File: config.mk
export PLATFORM = sky130hd
export DESIGN_NAME = fp32_mul
export DESIGN_NICKNAME = d
export VERILOG_FILES = /design/src/rtl/fpm_pkg.sv /design/src/rtl/fpm_unpack.sv /design/src/rtl/fpm_round.sv /design/src/rtl/fp32_mul.sv
export SDC_FILE = /design/constraint.sdc
export NUM_CORES = 2
export LEC_CHECK = 0
export BUFFER_PORTS_ARGS = -buffer_cell sky130_fd_sc_hd__buf_2
export CORE_MARGIN = 4
export CORE_UTILIZATION = 60
export DETAILED_ROUTE_END_ITERATION = 16
export PLACE_DENSITY = 0.84
export RECOVER_POWER = 25
export SETUP_SLACK_MARGIN = 0.1
export SYNTH_ARGS = -nofsm -noshare
export SYNTH_HDL_FRONTEND = slang
export SYNTH_SLANG_ARGS = --single-unit
File: constraint.sdc
create_clock -name clk -period 9.6 [get_ports clk]
set_clock_uncertainty 0.1 [all_clocks]
set_input_delay 0.48 -clock clk [delete_from_list [all_inputs] [get_ports clk]]
set_output_delay 0.48 -clock clk [all_outputs]
set_load 0.05 [all_outputs]
File: src/rtl/fpm_pkg.sv
package fpm_pkg;

    localparam int EXP_W   = 8;
    localparam int FRAC_W  = 23;
    localparam int WORD_W  = 1 + EXP_W + FRAC_W;
    localparam int SIG_W   = FRAC_W + 1;
    localparam int PROD_W  = 2 * SIG_W;
    localparam int EXP_MAX = (1 << EXP_W) - 1;
    localparam int BIAS    = EXP_MAX >> 1;
    localparam int XE_W    = EXP_W + 2;

    localparam logic [WORD_W-1:0] QNAN =
        {1'b0, {EXP_W{1'b1}}, 1'b1, {(FRAC_W-1){1'b0}}};

    typedef enum logic [1:0] {
        K_NORM = 2'd0,
        K_ZERO = 2'd1,
        K_INF  = 2'd2,
        K_NAN  = 2'd3
    } kind_t;

    typedef struct packed {
        logic              sign;
        logic [EXP_W-1:0]  exp;
        logic [SIG_W-1:0]  sig;
        kind_t             kind;
    } opnd_t;

    typedef struct packed {
        logic                    valid;
        logic                    sign;
        kind_t                   kind;
        logic signed [XE_W-1:0]  exp;
        logic [PROD_W-1:0]       prod;
    } mid_t;

    typedef struct packed {
        logic ovf;
        logic unf;
        logic nan;
    } flags_t;

    function automatic kind_t classify(input logic [EXP_W-1:0] e,
                                       input logic [FRAC_W-1:0] f);
        if (e == '0)
            return K_ZERO;
        else if (e == {EXP_W{1'b1}})
            return (f == '0) ? K_INF : K_NAN;
        else
            return K_NORM;
    endfunction

    function automatic kind_t merge_kind(input kind_t a, input kind_t b);
        if (a == K_NAN || b == K_NAN)
            return K_NAN;
        else if ((a == K_ZERO && b == K_INF) || (a == K_INF && b == K_ZERO))
            return K_NAN;
        else if (a == K_INF || b == K_INF)
            return K_INF;
        else if (a == K_ZERO || b == K_ZERO)
            return K_ZERO;
        else
            return K_NORM;
    endfunction

    function automatic logic [WORD_W-1:0] pack_word(input logic s,
                                                    input logic [EXP_W-1:0] e,
                                                    input logic [FRAC_W-1:0] f);
        return {s, e, f};
    endfunction

endpackage

File: src/rtl/fpm_unpack.sv
module fpm_unpack
    import fpm_pkg::*;
(
    input  logic [WORD_W-1:0] word,
    output opnd_t             fields
);
    logic [EXP_W-1:0]  e;
    logic [FRAC_W-1:0] f;

    assign e = word[WORD_W-2 -: EXP_W];
    assign f = word[FRAC_W-1:0];

    always_comb begin
        fields.sign = word[WORD_W-1];
        fields.exp  = e;
        fields.kind = classify(e, f);
        fields.sig  = {1'b1, f};
    end
endmodule

File: src/rtl/fpm_round.sv
module fpm_round
    import fpm_pkg::*;
(
    input  mid_t              mid,
    output logic [WORD_W-1:0] word,
    output flags_t            flags
);
    localparam logic signed [XE_W-1:0] E_TOP = XE_W'(EXP_MAX);

    logic                   hi;
    logic [PROD_W-1:0]      aligned;
    logic [FRAC_W-1:0]      kept;
    logic                   g_bit, r_bit, s_bit, bump;
    logic [FRAC_W:0]        rounded;
    logic signed [XE_W-1:0] e_norm, e_fin;

    always_comb begin
        hi      = mid.prod[PROD_W-1];
        aligned = hi ? mid.prod : (mid.prod << 1);
        kept    = aligned[PROD_W-2 -: FRAC_W];
        g_bit   = aligned[PROD_W-2-FRAC_W];
        r_bit   = aligned[PROD_W-3-FRAC_W];
        s_bit   = |aligned[PROD_W-4-FRAC_W:0];
        bump    = g_bit & (r_bit | s_bit | kept[0]);
        rounded = {1'b0, kept} + {{FRAC_W{1'b0}}, bump};
        e_norm  = mid.exp + $signed({{(XE_W-1){1'b0}}, hi});
        e_fin   = e_norm + $signed({{(XE_W-1){1'b0}}, rounded[FRAC_W]});

        flags = '0;
        word  = '0;
        if (mid.valid) begin
            unique case (mid.kind)
                K_NAN: begin
                    word      = QNAN;
                    flags.nan = 1'b1;
                end
                K_INF:  word = pack_word(mid.sign, {EXP_W{1'b1}}, '0);
                K_ZERO: word = pack_word(mid.sign, '0, '0);
                default: begin
                    if (e_fin >= E_TOP) begin
                        word      = pack_word(mid.sign, {EXP_W{1'b1}}, '0);
                        flags.ovf = 1'b1;
                    end else if (e_fin <= 0) begin
                        word      = pack_word(mid.sign, '0, '0);
                        flags.unf = 1'b1;
                    end else begin
                        word = pack_word(mid.sign, e_fin[EXP_W-1:0],
                                         rounded[FRAC_W-1:0]);
                    end
                end
            endcase
        end
    end
endmodule

File: src/rtl/fp32_mul.sv
module fp32_mul
    import fpm_pkg::*;
(
    input  logic              clk,
    input  logic              rst,
    input  logic              in_valid,
    input  logic [WORD_W-1:0] op_a,
    input  logic [WORD_W-1:0] op_b,
    output logic              out_valid,
    output logic [WORD_W-1:0] result,
    output logic              flag_ovf,
    output logic              flag_unf,
    output logic              flag_nan
);
    localparam int NOPS = 2;

    logic [WORD_W-1:0] ops [NOPS];
    opnd_t             un  [NOPS];
    mid_t              mid_d, mid_q;
    logic [WORD_W-1:0] word_d;
    flags_t            flags_d;

    assign ops[0] = op_a;
    assign ops[1] = op_b;

    for (genvar i = 0; i < NOPS; i++) begin : g_unpack
        fpm_unpack u_unpack (.word(ops[i]), .fields(un[i]));
    end

    always_comb begin
        mid_d.valid = in_valid;
        mid_d.sign  = un[0].sign ^ un[1].sign;
        mid_d.kind  = merge_kind(un[0].kind, un[1].kind);
        mid_d.exp   = $signed({2'b00, un[0].exp}) + $signed({2'b00, un[1].exp})
                      - $signed(XE_W'(BIAS));
        mid_d.prod  = PROD_W'(un[0].sig) * PROD_W'(un[1].sig);
    end

    always_ff @(posedge clk) begin
        if (rst)
            mid_q <= '0;
        else
            mid_q <= mid_d;
    end

    fpm_round u_round (.mid(mid_q), .word(word_d), .flags(flags_d));

    always_ff @(posedge clk) begin
        if (rst) begin
            out_valid <= 1'b0;
            result    <= '0;
            flag_ovf  <= 1'b0;
            flag_unf  <= 1'b0;
            flag_nan  <= 1'b0;
        end else begin
            out_valid <= mid_q.valid;
            result    <= word_d;
            flag_ovf  <= flags_d.ovf;
            flag_unf  <= flags_d.unf;
            flag_nan  <= flags_d.nan;
        end
    end
endmodule

# Yosys cells after proc, flatten, opt, wreduce, memory -nomap -nowiden
# Index checks and enable logic that the tools add are counted.
# classes
multipliers	1
bitwise	5
n_addsub	5
n_reduce_logical	14
n_mux	17
order_cmp	2
eq_ne	11
# ops
operator	count
case mux 32 bit (3 select lines)	1
two-way mux 31 bit	2
multiplier 24 x 24 -> 48 bit	1
two-way mux 47 bit	1
logical NOT 23 bit	2
adder 23 x 1 -> 24 bit	1
OR reduction 22 bit	1
adder 10 x 2 -> 10 bit	2
== test 8 bit (second input constant)	2
logical NOT 8 bit	2
two-way mux 2 bit	7
== test 2 bit (second input constant)	6
>= comparator 10 x 9 -> 1 bit (second input constant)	1
<= comparator 10 x 1 -> 1 bit (second input constant)	1
subtractor 9 x 7 -> 10 bit (second input constant)	1
adder 8 x 8 -> 9 bit	1
== test 2 x 1 -> 1 bit (second input constant)	3
two-way mux 1 bit	6
OR reduction 6 bit	1
OR reduction 5 bit	1
logical OR 1 bit	4
logical AND 1 bit	2
OR 1 bit	2
OR reduction 2 bit	1
3 further kinds	3
# totals
inputBits	67
regBits	98
word_cells	65
out_inout_bits	36

# Logic depth before layout (Yosys ltp)
# logic_depth
word_depth	11
depth_mapped	27
mapped_depth_nobuf	24

# Hierarchy
# From an unflattened synthesis, not the netlist that was laid out.
# hier_totals
hier_cells	2792
hier_area_um2	24314.6
# modules_own_cells
module	seq_area_each_um2	cells_per_inst	area_each_um2	instances
fp32_mul	1961.9	2422	21827.2	1
fpm_round	0.0	272	1789.2	1
fpm_unpack	0.0	49	349.1	2

# Worst setup path after synthesis
# No wires, ideal clock.
# synth_timing
kind	input to register
from	in op_b[6]
to	reg mid_q[45] (netlist name)
required_ns	9.436
setup_time_ns	0.064
setup_slack_ns	2.833
stages	25
arrival_time_ns	6.603
n_path_buf	2
path_cell_list	clkbuf_1 clkbuf_1 and2_1 fa_1 fa_1 inv_1 fa_1 inv_1 fa_1 inv_1 fa_1 inv_1 fa_1 inv_1 fa_1 inv_1 ha_1 a21oi_1 o21ai_0 a21oi_1 o21a_1 a31oi_2 a221o_1 or4b_1 nand4_1
# synth_via
elab_chain_cells	1
# synth_rtl
item	line	text
start, declared	fp32_mul.sv:8	input logic [WORD_W-1:0] op_b,
multiplier 24 x 24 -> 48 bit	fp32_mul.sv:36	mid_d.prod = PROD_W'(un[0].sig) * PROD_W'(un[1].sig);
end signal, assigned	fp32_mul.sv:43	mid_q <= mid_d;
end, declared	fp32_mul.sv:19	mid_t mid_d, mid_q;
# Every way passes these cells.
# A chain may end at the register's enable or synchronous reset.

# Worst setup path after layout
# layout_timing
from	in op_b[8]
to	reg mid_q[45] (netlist name)
# Same word-level chain as after synthesis.

==> impl_metrics.toml <==
[status]
status = "finished with violations"
violations = "capacitance limit, slew limit"

[global_routing]
antenna_found_initial = 2
grt_max_degree = 74
grt_use_total_pct = 30.9
overflow = 0
grt_pass1_wl_um = 102000
grt_pass1_vias = 19288

[detailed_routing]
drt_first_iter_violations = 1616
vias_per_cell = 5.71
wl_um = 63000
wl_per_cell_um = 19.9
final_antenna_net_count = 0
firstDrtPassIters = 6
drc = 0
dr_total_vias = 18023

[run]
maxCapViolCount = 1

[clock_tree]
cts-htree-levels = 3
cts_made_buffers = 9
cts_resized = 0
clk_pin_slew_ns = 0.07
hold_buffers = 0
tritoncts = "built"
root_buffer = "clkbuf_16"
clock_sinks = 98
clk_latency_ns = 0.35
clk_path_buf_depth = 2
post-cts-setup-buffers = 0

[die]
dieArea_um2 = 42100
rows = 71
die_h_um = 205
fp.dieW_um = 205
core_um2 = 38000
ios = 103
start_util_pct = 61.4

[logic_synthesis]
syn_area_per_cell_um2 = 8.79
synth_cells = 2656
yosysTopAreaCell = "fa_1"
synthTopCellsByArea = "fa_1 42%, ha_1 10%, inv_1 9.5%, dfxtp_1 8.4%, and2_1 6.7%"
syn_nets = 3398
ys_ff_latch = 98
ys_warn_count = 0
synth_common_cells = "588 x inv_1, 484 x fa_1, 311 x nand2_1"
synth_edf_count = 0
syn_area_um2 = 23300
async_reset_ff_share_pct = 0
ys.flop_type = "dfxtp_1"
yosysMostFrequentCell = "inv_1"
synth-seq-area-share_pct = 8.40
synth_top_area_share_pct = 41.5
synth_cell_types = 79

[timing]
max_freq_mhz = 136
fin_crit_sh_pct = 76.6
setup_viol = 0
finalMaxSlewViolations = 74
whs_ns = 0.252
rsz0062_at_grt = "no"
tns_ns = 0
hold_violations = 0
period_needed_ns = 7.35
max_slew_margin_pct = -97.6
worst_slack_ns = 2.25
worst_pin_slew_ns = 2.96

[setup_path]
cp_slowest_cell = "fa_1"
cp.arrival_ns = 7.54
critPathCaptureType = "flip-flop"
path_class = "input pin to flip-flop"
critPathTopFamily = "adder cells"
crit_required_ns = 9.79
cp_max_fo = 18
cp_num_buf_inv = 8
cp_common_cell = "fa_1"
cp-start-kind = "input pin"
critPathMaxStageDelay_ns = 0.53

[cells_and_area]
fillers = 3197
fin_area_um2 = 24300
area_growth_pct = 4.02
layout-drive-gt1-share_pct = 4.54
multi_input_area_um2 = 18700
fin_nets = 3382
regArea_um2 = 1960

[placed_design]
dp_slack_ns = 2.02
hpwl_um = 49100
gp_congestion = 1.03
placed_area_um2 = 24000
port_buffers = 102

[min_path]
worstHoldPathType = "input pin to flip-flop"
==> per-layer routing <==
metal | GRT usage (%) | share of wire [%]
met1 | 39.8 | 38
met2 | 49.5 | 46
met3 | 8.89 | 12
met4 | 12.9 | 5.0
met5 | 0 | 0
==> per-stage QoR <==
| stage | utilization [%] | instances |
|---|---|---|
| floorplan | - | 2656 |
| global placement | 63.1 | 3140 |
| detailed placement | 63.1 | 3140 |
| CTS | 64.0 | 3156 |
| global route | 63.9 | 3158 |
| finish | 63.9 | 3158 |
==> logic make-up after synthesis <==
kind of cell	after synthesis	synth area share (%)
AND/OR/NAND/NOR	851	18.0
XOR/XNOR	89	3.34
adder cells (fa/ha/maj)	675	51.7
AO/OA/AOI/OAI	204	6.05
multiplexers	16	0.713
flip-flops	98	8.40
buffers and inverters	723	11.7
==> path summary, 6_finish.rpt <==
path / start / end / slack (ns) / cells past startpoint
worst max-delay path: op_b[8] / mid_q[45] / 2.25 / 25
worst min-delay path: in_valid / mid_q[61] / 0.25 / 2
worst max register to register: mid_q[47] / result[22] / 3.28 / 21
worst min register to register: mid_q[58] / flag_unf / 0.39 / 1
==> layout make-up <==
type | count | share of cell area [%]
clock inverter | 7 | 0.381
multi-input combinational | 1835 | 76.8
antenna | 2 | 0.0206
sequential | 98 | 8.08
inverter | 592 | 9.15
timing repair buffer | 104 | 2.01
clock buffer | 9 | 0.927
tap | 511 | 2.63
==> cell usage in the layout, fill, tap and decap left out, drive strengths merged, types with 11 or more instances in the layout <==
master  count
mux2i      11
xor2       41
nand2     312
ha        191
a21o       15
nor4       23
and2      250
inv       593
xnor2      48
a211oi     15
nand4      28
nor3       15
buf        76
nor2      153
nand3      22
o21ai      35
nor2b      13
dfxtp      98
a21oi      65
clkbuf     37
fa        484
==> sequential cells by signal (all words and copies together) (netlist names) <==
signal     count
mid_q         62
result        32
flag_nan       1
flag_ovf       1
flag_unf       1
out_valid      1
Power is not shown: default switching activity piles up to over one toggle a cycle in this logic, so the estimate is an artifact.
